**src/rtl/pdw_pkg.sv**
```systemverilog
package pdw_pkg;

    typedef enum logic [1:0] {
        ST_RUN    = 2'd0,
        ST_SLEEP  = 2'd1,
        ST_SETTLE = 2'd2,
        ST_WAKE   = 2'd3
    } pdw_state_e;

    localparam int CAUSE_W = 5;
    localparam int CI_RESET = 0;
    localparam int CI_WDT   = 1;
    localparam int CI_VEC   = 2;
    localparam int CI_IRES  = 3;
    localparam int CI_PORT  = 4;

    // Resolve simultaneous wake sources into one cause bit.
    function automatic logic [CAUSE_W-1:0] pick_cause(
        input logic rst_req,
        input logic wdt_ovf,
        input logic irq,
        input logic irq_on,
        input logic stk_full,
        input logic port_fall
    );
        logic [CAUSE_W-1:0] c;
        c = '0;
        if (rst_req)        c[CI_RESET] = 1'b1;
        else if (wdt_ovf)   c[CI_WDT]   = 1'b1;
        else if (irq) begin
            if (irq_on && !stk_full) c[CI_VEC]  = 1'b1;
            else                     c[CI_IRES] = 1'b1;
        end
        else if (port_fall) c[CI_PORT]  = 1'b1;
        return c;
    endfunction

endpackage

```
**src/rtl/pdw_pin_edge.sv**
```systemverilog
module pdw_pin_edge #(
    parameter int W = 8
) (
    input  logic         clk,
    input  logic         rst_n,
    input  logic [W-1:0] pin_in,
    input  logic [W-1:0] pin_en,
    output logic [W-1:0] fall
);

    genvar i;
    generate
        for (i = 0; i < W; i++) begin : g_pin
            logic meta_q, sync_q, prev_q;

            always_ff @(posedge clk or negedge rst_n) begin
                if (!rst_n) begin
                    meta_q <= 1'b1;
                    sync_q <= 1'b1;
                    prev_q <= 1'b1;
                end else begin
                    meta_q <= pin_in[i];
                    sync_q <= meta_q;
                    prev_q <= sync_q;
                end
            end

            assign fall[i] = prev_q & ~sync_q & pin_en[i];

            // an edge flagged on a pin means the synchronized level just went low
            a_r7_fall_low: assert property (@(posedge clk) disable iff (!rst_n)
                fall[i] |=> !prev_q);
        end
    endgenerate

endmodule

```
**src/rtl/pdw_wdt.sv**
```systemverilog
module pdw_wdt #(
    parameter int W = 8
) (
    input  logic clk,
    input  logic rst_n,
    input  logic tick,
    input  logic clear,
    output logic ovf
);

    logic [W-1:0] cnt_q;

    always_ff @(posedge clk or negedge rst_n) begin
        if (!rst_n)      cnt_q <= '0;
        else if (clear)  cnt_q <= '0;
        else if (tick)   cnt_q <= cnt_q + 1'b1;
    end

    assign ovf = tick & (&cnt_q) & ~clear;

    // overflow always leaves the counter at zero
    a_r3_wrap_zero: assert property (@(posedge clk) disable iff (!rst_n)
        ovf |=> (cnt_q == '0));

    // without a tick or clear the count holds
    a_r3_hold: assert property (@(posedge clk) disable iff (!rst_n)
        (!tick && !clear) |=> $stable(cnt_q));

endmodule

```
**src/rtl/pdw_ctrl.sv**
```systemverilog
module pdw_ctrl
    import pdw_pkg::*;
#(
    parameter int PA_W      = 8,
    parameter int WDT_WIDTH = 10,
    parameter int SETTLE    = 4
) (
    input  logic                clk,
    input  logic                rst_n,
    input  logic                halt_stb,
    input  logic                clrwdt_stb,
    input  logic                wdt_src_sys,
    input  logic                ext_rst,
    input  logic [PA_W-1:0]     pa_in,
    input  logic [PA_W-1:0]     pa_wake_en,
    input  logic                irq_pend,
    input  logic                irq_en,
    input  logic                stack_full,
    output logic                sys_clk_en,
    output logic                pdf,
    output logic                to_flag,
    output logic                core_rst,
    output logic                pcsp_rst,
    output logic                resume,
    output logic                vector,
    output logic [CAUSE_W-1:0]  wake_cause
);

    localparam int SW = (SETTLE > 1) ? $clog2(SETTLE) : 1;
    localparam logic [SW-1:0] SETTLE_LAST = SW'(SETTLE - 1);

    pdw_state_e          state_q, state_d;
    logic [SW-1:0]       settle_q;
    logic [CAUSE_W-1:0]  cause_q, sleep_cause;
    logic                pdf_q, to_q;
    logic [PA_W-1:0]     fall;
    logic                port_any, wake_any, ovf;
    logic                in_run, in_sleep, wdt_tick, wdt_clear;

    assign in_run   = (state_q == ST_RUN);
    assign in_sleep = (state_q == ST_SLEEP);

    pdw_pin_edge #(.W(PA_W)) u_edge (
        .clk    (clk),
        .rst_n  (rst_n),
        .pin_in (pa_in),
        .pin_en (pa_wake_en),
        .fall   (fall)
    );

    assign wdt_tick  = in_run | (in_sleep & ~wdt_src_sys);
    assign wdt_clear = ~(in_run | in_sleep) | (in_run & (halt_stb | clrwdt_stb));

    pdw_wdt #(.W(WDT_WIDTH)) u_wdt (
        .clk   (clk),
        .rst_n (rst_n),
        .tick  (wdt_tick),
        .clear (wdt_clear),
        .ovf   (ovf)
    );

    assign port_any    = |fall;
    assign sleep_cause = pick_cause(ext_rst, ovf, irq_pend, irq_en, stack_full, port_any);
    assign wake_any    = |sleep_cause;

    // next-state logic
    always_comb begin
        state_d = state_q;
        unique case (state_q)
            ST_RUN: begin
                if (ext_rst || ovf)  state_d = ST_WAKE;   // run-event
                else if (halt_stb)   state_d = ST_SLEEP;  // halt
            end
            ST_SLEEP:  if (wake_any) state_d = ST_SETTLE; // source-seen
            ST_SETTLE: if (settle_q == SETTLE_LAST) state_d = ST_WAKE; // settled
            ST_WAKE:   state_d = ST_RUN;                  // done
            default:   state_d = ST_RUN;
        endcase
    end

    // state register
    always_ff @(posedge clk or negedge rst_n) begin
        if (!rst_n) state_q <= ST_RUN;
        else        state_q <= state_d;
    end

    // settle counter, cause and flags
    always_ff @(posedge clk or negedge rst_n) begin
        if (!rst_n) begin
            settle_q <= '0;
            cause_q  <= '0;
            pdf_q    <= 1'b0;
            to_q     <= 1'b0;
        end else begin
            settle_q <= (state_q == ST_SETTLE) ? settle_q + 1'b1 : '0;
            unique case (state_q)
                ST_RUN: begin
                    if (ext_rst) begin
                        cause_q <= CAUSE_W'(1) << CI_RESET;
                    end else if (ovf) begin
                        cause_q <= CAUSE_W'(1) << CI_WDT;
                        to_q    <= 1'b1;
                    end else if (halt_stb) begin
                        pdf_q <= 1'b1;
                        to_q  <= 1'b0;
                    end else if (clrwdt_stb) begin
                        pdf_q <= 1'b0;
                        to_q  <= 1'b0;
                    end
                end
                ST_SLEEP: begin
                    if (wake_any) begin
                        cause_q <= sleep_cause;
                        if (sleep_cause[CI_WDT]) to_q <= 1'b1;
                    end
                end
                default: ;
            endcase
        end
    end

    // outputs
    always_comb begin
        sys_clk_en = in_run | (state_q == ST_WAKE);
        core_rst   = (state_q == ST_WAKE) & cause_q[CI_RESET];
        pcsp_rst   = (state_q == ST_WAKE) & cause_q[CI_WDT];
        vector     = (state_q == ST_WAKE) & cause_q[CI_VEC];
        resume     = (state_q == ST_WAKE) & (cause_q[CI_IRES] | cause_q[CI_PORT]);
        wake_cause = cause_q;
        pdf        = pdf_q;
        to_flag    = to_q;
    end

    // halt stops the clock and updates the flags
    a_r1_halt_stops: assert property (@(posedge clk) disable iff (!rst_n)
        (in_run && halt_stb && !ext_rst && !ovf) |=> (!sys_clk_en && pdf && !to_flag));

    // never more than one action at a time
    a_r4_one_action: assert property (@(posedge clk) disable iff (!rst_n)
        $onehot0({core_rst, pcsp_rst, resume, vector}));

    // the clock returning always comes with exactly one action
    a_r9_rise_action: assert property (@(posedge clk) disable iff (!rst_n)
        $rose(sys_clk_en) |-> ($countones({core_rst, pcsp_rst, resume, vector}) == 1));

    // action pulses only with the clock running
    a_r9_action_clk: assert property (@(posedge clk) disable iff (!rst_n)
        (core_rst || pcsp_rst || resume || vector) |-> sys_clk_en);

    // watchdog reset implies timeout flag
    a_r6_wdt_to: assert property (@(posedge clk) disable iff (!rst_n)
        pcsp_rst |-> to_flag);

    // external reset wake keeps the flags
    a_r5_keep_flags: assert property (@(posedge clk) disable iff (!rst_n)
        (in_sleep && ext_rst) |=> ($stable(pdf) && $stable(to_flag)));

    // watchdog frozen in sleep when on the system clock
    a_r3_frozen: assert property (@(posedge clk) disable iff (!rst_n)
        (in_sleep && wdt_src_sys) |-> !ovf);

    // no resume or vector straight out of RUN
    a_r10_run_quiet: assert property (@(posedge clk) disable iff (!rst_n)
        in_run |=> !(resume || vector));

endmodule

```
**config.mk**
```make
export PLATFORM = sky130hd
export DESIGN_NAME = pdw_ctrl
export DESIGN_NICKNAME = d
export VERILOG_FILES = /design/src/rtl/pdw_pkg.sv /design/src/rtl/pdw_pin_edge.sv /design/src/rtl/pdw_wdt.sv /design/src/rtl/pdw_ctrl.sv
export SDC_FILE = /design/constraint.sdc
export NUM_CORES = 1
export LEC_CHECK = 0
export ABC_CLOCK_PERIOD_IN_PS = 2700
export BUFFER_PORTS_ARGS = -buffer_cell sky130_fd_sc_hd__buf_2
export CORE_MARGIN = 1.5
export CORE_UTILIZATION = 30
export DETAILED_ROUTE_END_ITERATION = 16
export PLACE_DENSITY_LB_ADDON = 0.3
export SETUP_SLACK_MARGIN = 0.1
export SKIP_CTS_REPAIR_TIMING = 1
export SLEW_MARGIN = 40
export SYNTH_ARGS = -nofsm -noshare
export SYNTH_HDL_FRONTEND = slang
export SYNTH_SLANG_ARGS = --single-unit
```
**constraint.sdc**
```tcl
create_clock -name clk -period 2.7 [get_ports clk]
set_clock_uncertainty 0.2 [all_clocks]
set_input_delay 0.405 -clock clk [delete_from_list [all_inputs] [get_ports clk]]
set_output_delay 0.405 -clock clk [all_outputs]
set_load 0.02 [all_outputs]
```
# Yosys cells after proc, flatten, opt, wreduce, memory -nomap -nowiden
# Index checks and enable logic that the tools add are counted.
dict set report totals {
  elab_cells 129
  out_inout_bits 12
  ff_bits 45
  input_bits 25
}
dict set report classes {
  n_addsub 2
  muxes 29
  n_reduce_logical 14
  eq_ne 11
  bitwise_logic 43
}
# cell n
set op_table {}
lappend op_table {{1-bit bitwise AND} 24}
lappend op_table {{10-bit two-way mux} 2}
lappend op_table {{5-bit two-way mux} 3}
lappend op_table {{1-bit two-way mux} 13}
lappend op_table {{1-bit NOT} 13}
lappend op_table {{2-bit two-way mux} 6}
lappend op_table {{10-bit by 1-bit adder with 10-bit output (second input constant)} 1}
lappend op_table {{5-bit one-hot mux with 2 select lines} 1}
lappend op_table {{10-bit AND reduction} 1}
lappend op_table {{2-bit inequality test (second input constant)} 4}
lappend op_table {{2-bit one-hot mux with 4 select lines} 1}
lappend op_table {{8-bit OR reduction} 1}
lappend op_table {{2-bit equality test (second input constant)} 3}
lappend op_table {{1-bit bitwise OR} 6}
lappend op_table {{3-bit AND reduction} 2}
lappend op_table {{2-bit nonzero test} 3}
lappend op_table {{5-bit AND reduction} 1}
lappend op_table {{5-bit OR reduction} 1}
lappend op_table {{4-bit two-way mux} 1}
lappend op_table {{4-bit inequality test (second input constant)} 1}
lappend op_table {{4-bit AND reduction} 1}
lappend op_table {{3-bit two-way mux} 1}
lappend op_table {{3-bit by 2-bit inequality test with 1-bit output (second input constant)} 1}
lappend op_table {{3-bit inequality test (second input constant)} 1}
lappend op_table {{other kinds (7)} 7}

# Logic depth before layout (Yosys ltp)
# Gate-level depths: netlist (run 1).
dict set report depth {
  word_depth 11
  ltp_mapped 9
  ltp_nobuf 8
}

# By module
# From an unflattened synthesis (run 1), not the netlist that was laid out.
dict set report hier_totals {
  cells_unflattened 157
  area_unflattened_um2 1949.4
}
# mod instances area_per_inst_um2 seq_area_each_um2 cells_each
set modules_own_cells {}
lappend modules_own_cells {pdw_ctrl 1 742.0 275.3 76}
lappend modules_own_cells {pdw_pin_edge 1 700.7 630.6 32}
lappend modules_own_cells {pdw_wdt 1 506.7 250.2 49}

# Least setup slack after synthesis (run 1)
# Ideal clock, no wire load.
dict set report synth_path {
  path_type {flip-flop to flip-flop}
  from {register state_q[0]}
  to {register state_q[1]}
  required_time_ns 2.375
  setup_time_ns 0.125
  stages_incl_launch_ff 10
  slack_ns 0.501
  n_path_buf 1
  period_less_slack_ns 2.199
  arrival_ns 1.874
  cell_sequence {dfrtp_1 inv_1 ha_1 buf_2 inv_1 a2111oi_4 a211oi_1 a21oi_1 o21ai_2 mux2_4}
}
dict set report synth_between {
  elab_chain_len 11
  elab_cells_between_ends 24
  classes_between {eq/ne: 6; mux: 5; bitwise: 9; reduce/logical: 4}
}
# element line
set synth_lines {}
lappend synth_lines {{start, declared} pdw_ctrl.sv:32} ;# pdw_state_e state_q, state_d;
lappend synth_lines {{start signal, assigned} pdw_ctrl.sv:84} ;# else state_q <= state_d;
lappend synth_lines {{2-bit by 1-bit equality test with 1-bit output or 2-bit logical NOT (tied branches)} {pdw_ctrl.sv:41, pdw_ctrl.sv:69, pdw_ctrl.sv:40}}
lappend synth_lines {{1-bit bitwise OR} pdw_ctrl.sv:52} ;# assign wdt_clear = ~(in_run | in_sleep) | (in_run & (halt_stb | clrwdt_stb));
lappend synth_lines {{1-bit NOT} pdw_ctrl.sv:52}
lappend synth_lines {{1-bit bitwise OR} pdw_ctrl.sv:52}
lappend synth_lines {{1-bit NOT} pdw_wdt.sv:19} ;# assign ovf = tick & (&cnt_q) & ~clear;
lappend synth_lines {{1-bit bitwise AND} pdw_wdt.sv:19}
lappend synth_lines {{1-bit two-way mux or 3-bit two-way mux (tied branches)} pdw_pkg.sv:29} ;# else if (wdt_ovf) c[CI_WDT] = 1'b1;
lappend synth_lines {{4-bit two-way mux} pdw_pkg.sv:28} ;# if (rst_req) c[CI_RESET] = 1'b1;
lappend synth_lines {{5-bit OR reduction} pdw_ctrl.sv:64} ;# assign wake_any = |sleep_cause;
lappend synth_lines {{2-bit inequality test (no source line)} n/a}
lappend synth_lines {{3-bit AND reduction (no source line)} n/a}
# Several ways; a longest one is shown, not always the timed one.
# A chain may end at the register's enable or synchronous reset.

# Worst setup path in the final report (run 1)
# Same ends and word-level chain as after synthesis.

==> results of run 1 <==
-- stage by stage --
stage / hold slack [ns] / area [µm²] / utilization (%) / total power, µW / setup slack [ns]
2_1_floorplan: -0.09059 / 1909 / - / 1281 / 0.5011
3_3_place_gp: 0.1463 / 2201 / 36.52 / 1484 / 0.3502
3_5_place_dp: 0.1469 / 2201 / 36.52 / 1488 / 0.2705
4_1_cts: -0.05804 / 2298 / 38.14 / 1941 / 0.2443
5_1_grt: 0.1665 / 2391 / 39.68 / 2070 / 0.1083
6_report: 0.1583 / 2391 / 39.68 / 1925 / 0.3044
-- path summary, 6_finish.rpt --
check	end	depth (start not counted)	start	slack, ns
max	state_q[1]$_DFFE_PN0P_	8	state_q[0]$_DFFE_PN0P_	0.30
min	u_edge.g_pin[1].sync_q$_DFF_PN1_	0	u_edge.g_pin[1].meta_q$_DFF_PN1_	0.16
max reg2reg	state_q[1]$_DFFE_PN0P_	8	state_q[0]$_DFFE_PN0P_	0.30
min reg2reg	u_edge.g_pin[1].sync_q$_DFF_PN1_	0	u_edge.g_pin[1].meta_q$_DFF_PN1_	0.16
max in group asynchronous	u_edge.g_pin[6].sync_q$_DFF_PN1_	3	rst_n	1.13
min in group asynchronous	to_flag$_DFFE_PN0P_	2	rst_n	0.46
-- layout by cell type (no fill, tap or decap), types with 6 or more instances in the layout --
| cell | Yosys | routed |
|---|---|---|
| dfstp_2 | 24 | 24 |
| nand2_1 | 15 | 15 |
| dfrtp_1 | 21 | 21 |
| nor2_1 | 17 | 17 |
| xor2_1 | 6 | 6 |
| buf_2 | 1 | 36 |
| o21ai_0 | 11 | 11 |
| dlygate4sd3_1 | 0 | 9 |
| inv_1 | 10 | 10 |
| ha_1 | 7 | 6 |
| clkbuf_8 | 0 | 6 |
-- layer usage --
metal  vias up  global-route usage (%)  wire [µm]
met5         -                       0          0
met4         0                   4.000         48
met3         5                   3.497        137
met2        21                   18.05       1625
met1       613                   14.07       1637
li1        659                       -          -
-- cell families (layout without fill, tap and decap cells) --
group / Yosys count / count (layout)
flops: 45 / 45
mux: 2 / 2
simple gates: 58 / 58
compound gates: 31 / 31
fa+ha+maj: 7 / 7
buf+inv: 11 / 66
xor+xnor: 9 / 9
-- final cells by class --
type	instances	area, µm²
Timing Repair Buffer	48	292.8
Sequential cell	45	1156
Inverter	10	37.54
Clock buffer	6	82.58
Fill cell	629	3635
Multi-Input combinational cell	107	713.2
Tap cell	75	93.84
Clock inverter	2	15.01
-- power by group through the flow --
stage	clock network, µW	logic (µW)	registers (µW)
after CTS	462	650	829
final	448	650	828
after global routing	494	731	845
after global placement	0	645	839
after floorplan	0	417	864
after detailed placement	0	646	842
-- flip-flops by register name, summed over array words and instances (netlist names) --
| register | cells |
|---|---|
| pdf | 1 |
| settle_q | 2 |
| state_q | 2 |
| to_flag | 1 |
| u_edge.g_pin.meta_q | 8 |
| u_edge.g_pin.prev_q | 8 |
| u_edge.g_pin.sync_q | 8 |
| u_wdt.cnt_q | 10 |
| wake_cause | 5 |
==> flow_summary.json, run 1 <==
{
  "row_count": 28,
  "synth-simple-area-share_pct": 15.33,
  "start_util_pct": 31.69,
  "grt_pass1_vias": 1269,
  "pwr-share-seq_pct": 43.0,
  "ys_seq_elements": 45,
  "synthTopCellsByCount": "dfstp_2, dfrtp_1, nor2_1",
  "synth-xor-area-share_pct": 4.128,
  "cts_buffers": 5,
  "dp_cells": 276,
  "status": "complete, no violations",
  "p_comb_share_pct": 33.8,
  "power_frac_clock_pct": 23.2,
  "cts_tree": "built",
  "syn_to_final_growth_pct": 25.23,
  "slew_headroom_pct": 57.63,
  "final_max_slew_viol_count": 0,
  "arrival_ns": 2.39,
  "ant_nets": 0,
  "grt_max_degree": 31,
  "avgSynthCellArea_um2": 11.71,
  "grt_pass1_wl_um": 5692,
  "n_antenna_cell": 0,
  "coreArea_um2": 6026,
  "postSynthCellCount": 163,
  "synth_nets": 195,
  "globalplace.congestion": 0.7789,
  "ys_seq_area_share_pct": 60.55,
  "crit_buf_inv": 2,
  "setup.worst_path.start_class": "register",
  "maxCapViolCount": 0,
  "drt-initial-drc-count": 73,
  "drc": 0,
  "path_clk_slew_ns": 0.09,
  "synth_top_area_share_pct": 33.03,
  "worst_path_max_delay_cell": "dfrtp_1",
  "synth.distinct_cells": 34,
  "synth_top_family_by_area": "simple AND/OR/NAND/NOR gates",
  "crit_type": "register to register",
  "yosysWarnings": 0,
  "synth_compound_area_share_pct": 11.86,
  "hp-class": "register to register",
  "fin_setup_tns_ns": 0,
  "synthTopCellsByArea": "dfstp_2, dfrtp_1, ha_1",
  "period_share_pct": 88.73,
  "overflow": 0,
  "dieArea_um2": 6852,
  "cp.required_ns": 2.69,
  "synth_top_cell_by_area": "dfstp_2",
  "p_switching_uw": 671.3,
  "antenna_found_initial": 0,
  "synth-edff-count": 0,
  "wl_um": 3447,
  "muxShareOfSynthArea_pct": 1.311,
  "ir_drop_mv": 0.3024,
  "synth_adder_area_share_pct": 4.587,
  "crit_path_max_fanout": 6,
  "cpPeakStageDelay_ns": 0.42,
  "p_leak_uw": 0.001066,
  "path_common_cell": "inv_1",
  "yosysMostFrequentCell": "dfstp_2",
  "cts.sinks": 45,
  "intPower_uw": 1254,
  "async_flop_share_pct": 100.0,
  "firstDrtPassIters": 2,
  "io_pins": 37,
  "netlist_area_um2": 1909,
  "gr-usage-all-layers_pct": 11.17,
  "finalHoldViolCount": 0,
  "drive_gt1_share_pct": 36.24,
  "end_kind": "register",
  "crit_family": "compound AO/OA/AOI/OAI gates",
  "wl_per_cell_um": 11.76,
  "p_per_area_nw_per_um2": 805.2,
  "dp_hpwl_um": 2547,
  "clk_path_buf_depth": 2,
  "htreeDepth": 2,
  "num_vias": 1298,
  "nets": 249,
  "synth-main-ff-cell": "dfstp_2",
  "finalCriticalPeriod_ns": 2.396,
  "fmaxAchievable_mhz": 417.4,
  "cts_root_buf": "clkbuf_8",
  "rsz0062_at_grt": "no",
  "tightest_slew_ns": 0.6356,
  "chipWidth_um": 82.78,
  "worstPathCellList": "inv_1, ha_1, inv_1, a2111oi_4, nand2b_1, nand3b_1, o21ai_2, mux2_4",
  "place.port_buffers": 36,
  "clock_latency_ns": 0.30,
  "die_h_um": 82.78,
  "setup_violations": 0,
  "swShare_pct": 34.87,
  "via_per_inst": 4.430,
  "layout.cells.non_filler": 293
}
No activity file was read; power rests on OpenSTA's default activity.
==> inputs of run 2 (changes only) <==
- CORE_MARGIN: 1.5 -> not set
- SYNTH_HIERARCHICAL: not set -> 1
==> flow_summary.json, run 2 <==
{
  "cts.sinks": 45,
  "whs_path_depth": 0,
  "setup_violations": 0,
  "overflow": 0,
  "async_flop_share_pct": 100.0,
  "slew_headroom_pct": 71.53,
  "die_h_um": 82.61,
  "layout_commonest_cell": "buf_2",
  "synthTopCellsByCount": "dfstp_2, dfrtp_1, nor2_1",
  "ant_nets": 0,
  "grt_pass1_vias": 1288,
  "wl_um": 3608,
  "setup.worst_path.start_class": "register",
  "multi_input_area_um2": 782.0,
  "path_clk_slew_ns": 0.10,
  "end_kind": "register",
  "grt_pass1_wl_um": 6072,
  "globalplace.congestion": 0.8388,
  "drt-initial-drc-count": 47,
  "clock_latency_ns": 0.30,
  "dp_hpwl_um": 2628,
  "regArea_um2": 1156,
  "chipWidth_um": 82.61,
  "postSynthCellCount": 157,
  "drive_gt1_share_pct": 41.43,
  "p_per_area_nw_per_um2": 793.5,
  "synth_top_area_share_pct": 32.35,
  "crit_type": "register to register",
  "cp.required_ns": 2.74,
  "final_max_slew_viol_count": 0,
  "htreeDepth": 2,
  "most-common-layout-cells": "buf_2, dfstp_2, dfrtp_1",
  "gr-usage-all-layers_pct": 11.89,
  "tightest_slew_ns": 0.4270,
  "place.port_buffers": 36,
  "firstDrtPassIters": 4,
  "largest_register_ffs": 10,
  "p_leak_uw": 0.001107,
  "period_share_pct": 88.25,
  "synth-main-ff-cell": "dfstp_2",
  "fmaxAchievable_mhz": 419.7,
  "yosysMostFrequentCell": "dfstp_2",
  "rr_worst_depth": 8,
  "drc": 0,
  "synth_nets": 189,
  "cts_tree": "built",
  "synth_top_cell_by_area": "dfstp_2",
  "cts_root_buf": "clkbuf_8",
  "r2r_slack_ns": 0.32,
  "arrival_ns": 2.42,
  "crit_path_max_fanout": 11,
  "yosysWarnings": 6,
  "fill_cells": 633,
  "n_antenna_cell": 0,
  "ys_seq_area_share_pct": 59.31,
  "coreArea_um2": 6314,
  "rsz0062_at_grt": "no",
  "maxCapViolCount": 0,
  "grt_max_degree": 35,
  "finalHoldViolCount": 0,
  "num_vias": 1318,
  "avgSynthCellArea_um2": 12.42,
  "hp-class": "register to register",
  "row_count": 29,
  "ir_drop_mv": 0.2968,
  "dp_cells": 270,
  "synth-edff-count": 0,
  "status": "complete, no violations",
  "start_util_pct": 30.88,
  "layout.cells.non_filler": 287,
  "io_pins": 37,
  "fin_setup_tns_ns": 0,
  "finalCriticalPeriod_ns": 2.383,
  "ys_seq_elements": 45,
  "dieArea_um2": 6824,
  "via_per_inst": 4.592,
  "clk_path_buf_depth": 2,
  "wl_per_cell_um": 12.57,
  "synth.distinct_cells": 45,
  "top_register": "u_wdt/cnt_q",
  "netlist_area_um2": 1949,
  "syn_to_final_growth_pct": 26.32,
  "synthTopCellsByArea": "dfstp_2, dfrtp_1, ha_1",
  "antenna_found_initial": 0,
  "cts_buffers": 5,
  "nets": 241
}
-- run 2: cell count changes in the layout (fill, tap and decap cells not counted), sizes merged, moves of 3 or more --
cell    previous run  this run
a21oi              4         9
and3b              0         8
nand2             15         7
nand2b             5         2
nand3b             3         0
nor2              17        13
o21ai             12         8
o22ai              5         0
o31ai              0         3
or3                0         3
xor2               6         3
-- run 2: metal layers --
layer,vias to the layer above,routed length [µm],global-route usage [%]
li1,664,-,-
met1,618,1695,15.55
met2,30,1672,18.84
met3,6,173,2.967
met4,0,66,4.655
met5,-,0,0
-- run 2: worst paths after layout --
| path | to | startpoint |
|---|---|---|
| worst min-delay path | u_edge/g_pin[1].sync_q$_DFF_PN1_ | u_edge/g_pin[1].meta_q$_DFF_PN1_ |
| max in group asynchronous | u_edge/g_pin[4].prev_q$_DFF_PN1_ | rst_n |
| worst max-delay path | u_wdt/cnt_q[9]$_DFFE_PN0P_ | state_q[1]$_DFFE_PN0P_ |
| worst min register to register | u_edge/g_pin[1].sync_q$_DFF_PN1_ | u_edge/g_pin[1].meta_q$_DFF_PN1_ |
| min in group asynchronous | u_wdt/cnt_q[9]$_DFFE_PN0P_ | rst_n |
| worst max register to register | u_wdt/cnt_q[9]$_DFFE_PN0P_ | state_q[1]$_DFFE_PN0P_ |
-- run 2: critical path: stages, from the launching register on --
cell       delay (ns)
dfrtp_1          0.41
inv_1            0.16
ha_2             0.33
nor2_2           0.07
a21oi_1          0.15
buf_4            0.22
o2111ai_4        0.18
or4_1            0.43
a21oi_1          0.15
-- run 2: report_power, final --
part           leakage [µW]  internal, µW  total [µW]  switching (µW)
registers          0.000534           772         832            60.0
logic              0.000524           279         679             400
clock network     0.0000495           192         444             251
total               0.00111          1240        1950             711
-- run 2: final cells by class --
cell class                      instances  area share [%]
Sequential cell                        45           46.95
Multi-Input combinational cell        100           31.76
Timing Repair Buffer                   49           12.30
Tap cell                               77           3.913
Clock buffer                            5           2.795
Inverter                                8           1.220
Clock inverter                          3           1.067
-- run 2: kinds of logic after synthesis --
group / synth area share, %
simple gates: 16.82
flops: 59.31
compound gates: 13.74
buf+inv: 2.824
fa+ha+maj: 4.493
xor+xnor: 1.798
mux: 1.027
-- run 2: per-stage QoR --
stage | setup WS (ns) | total power, µW | hold WS [ns] | area [µm²] | util, %
global route | 0.1061 | 2102 | 0.1632 | 2462 | 39.00
floorplan | 0.1801 | 1290 | -0.09059 | 1964 | -
finish | 0.3173 | 1954 | 0.1599 | 2462 | 39.00
global placement | 0.2491 | 1478 | 0.1453 | 2246 | 35.57
CTS | 0.1311 | 1947 | -0.03102 | 2341 | 37.08
detailed placement | 0.1734 | 1487 | 0.1468 | 2246 | 35.57
==> inputs of run 3 (changes only) <==
- CORE_UTILIZATION: 30 -> 50
==> flow_summary.json, run 3 (same netlist as run 2, synthesis figures left out) <==
{
  "status": "complete, no violations",
  "dpl_cell_area_um2": 2205,
  "cpPeakStageDelay_ns": 0.41,
  "drt-initial-drc-count": 62,
  "finalCriticalPeriod_ns": 2.460,
  "worstPathCellList": "inv_2, ha_2, inv_1, nor2_2, a21oi_1, nand2b_1, nor4_4, buf_4, a2111oi_0, a21oi_1, o41ai_1",
  "rsz0062_at_grt": "no",
  "gr-usage-all-layers_pct": 18.74,
  "worst_path_max_delay_cell": "dfrtp_1",
  "drive_gt1_share_pct": 42.18,
  "chipWidth_um": 64.44,
  "syn_to_final_growth_pct": 25.16,
  "antenna_found_initial": 0,
  "ant_nets": 0,
  "period_share_pct": 91.12,
  "r2r-start": "state_q[1]$_DFFE_PN0P_",
  "htreeDepth": 2,
  "grt_pass1_vias": 1304,
  "globalplace.congestion": 0.8684,
  "fin_setup_tns_ns": 0,
  "r2r-end": "wake_cause[4]$_DFFE_PN0P_",
  "p_per_area_nw_per_um2": 826.6,
  "ir_drop_mv": 0.5057,
  "grt_pass1_wl_um": 5913,
  "fill_cells": 274,
  "firstDrtPassIters": 4,
  "cts_tree": "built",
  "n_antenna_cell": 0,
  "finalHoldViolCount": 0,
  "dp_hpwl_um": 2556,
  "finalInstanceArea_um2": 2440,
  "grt_max_degree": 46,
  "layout_commonest_cell": "buf_2",
  "coreArea_um2": 3689,
  "setup_violations": 0,
  "overflow": 0,
  "place.port_buffers": 36,
  "cts_root_buf": "clkbuf_8",
  "clk_path_buf_depth": 2,
  "setup.worst_path.start_class": "register",
  "r2r_slack_ns": 0.24,
  "start_util_pct": 52.85,
  "maxCapViolCount": 0,
  "arrival_ns": 2.43,
  "clock_latency_ns": 0.29,
  "place_ws_ns": 0.1436,
  "num_vias": 1378,
  "io_pins": 37,
  "path_common_cell": "a21oi_1",
  "largest_register_ffs": 10,
  "wl_um": 3697,
  "drc": 0,
  "hold_ws_ns": 0.1593,
  "tightest_slew_ns": 0.5429,
  "cts.sinks": 45,
  "wl_per_cell_um": 14.27,
  "crit_path_max_fanout": 5,
  "crit_type": "register to register",
  "cts_buffers": 5,
  "nets": 242,
  "top_usage_layer": "met2",
  "fmaxAchievable_mhz": 406.5,
  "slew_headroom_pct": 63.81,
  "hp-class": "register to register",
  "finalWorstSetupSlack_ns": 0.2397,
  "p_leak_uw": 0.001117,
  "most-common-layout-cells": "buf_2, dfstp_2, dfrtp_1",
  "min_from": "u_edge/g_pin[4].meta_q$_DFF_PN1_",
  "final_max_slew_viol_count": 0,
  "end_kind": "register",
  "top_register": "u_wdt/cnt_q",
  "cp.required_ns": 2.67,
  "met3_usage_pct": 4.930,
  "dieArea_um2": 4153,
  "multi_input_area_um2": 772.0,
  "row_count": 22,
  "whs_path_depth": 0,
  "holdPathEnd": "u_edge/g_pin[4].sync_q$_DFF_PN1_",
  "grt_use_met1_pct": 25.71,
  "use_met2_pct": 30.00,
  "path_clk_slew_ns": 0.09,
  "rr_worst_depth": 11,
  "regArea_um2": 1156,
  "die_h_um": 64.44,
  "via_per_inst": 5.320
}
run 3: cell types whose count changed in the layout (fill, tap and decap cells not counted), sizes merged:
cell,previous run,this run
clkbuf,5,6
buf,40,41
inv,11,10
run 3: per-stage QoR:
step                util (%)  total power [µW]  std cells
global placement       59.70              1456        240
floorplan                  -              1290        157
CTS                    62.79              1977        248
finish                 66.15              2017        259
detailed placement     59.77              1490        240
global route           66.15              2148        259
run 3: power breakdown:
group | leakage, µW | internal [µW] | switching [µW] | total [µW]
logic | 0.000526 | 290 | 415 | 706
clock network | 0.0000573 | 245 | 234 | 479
registers | 0.000534 | 772 | 60.1 | 832
run 3: metal layers:
layer,share of wire (%),routed length (µm)
met1,46,1702
met2,49,1805
met3,5.1,189
met4,0,0
met5,0,0
run 3: final cells by class:
cell class / instances / share of cell area (%)
clock buffer: 6 / 3.846
clock inverter: 2 / 0.7179
inverter: 8 / 1.231
multi-input combinational: 100 / 31.64
sequential: 45 / 47.38
tap: 48 / 2.462
timing repair buffer: 50 / 12.72
run 3: worst max path at each step:
stage                                 startpoint                        end  slack, ns  depth (start not counted)
after floorplan           state_q[0]$_DFFE_PN0P_  wake_cause[2]$_DFFE_PN0P_       0.18                         11
after global placement    state_q[1]$_DFFE_PN0P_  wake_cause[4]$_DFFE_PN0P_       0.27                         10
after detailed placement  state_q[1]$_DFFE_PN0P_     state_q[0]$_DFFE_PN0P_       0.14                         10
after CTS                 state_q[1]$_DFFE_PN0P_     state_q[0]$_DFFE_PN0P_       0.08                         10
after global routing      state_q[1]$_DFFE_PN0P_     state_q[0]$_DFFE_PN0P_       0.06                         11
final                     state_q[1]$_DFFE_PN0P_  wake_cause[4]$_DFFE_PN0P_       0.24                         11
run 3: worst max-delay path, delay by kind of cell, from the launching register on:
family	cells	cell delay [ns]
buffers and inverters	3	0.40
AOI/OAI and AO/OA	4	0.38
DFF	1	0.41
adders and majority gates	1	0.22
and+or+nand+nor	3	0.71
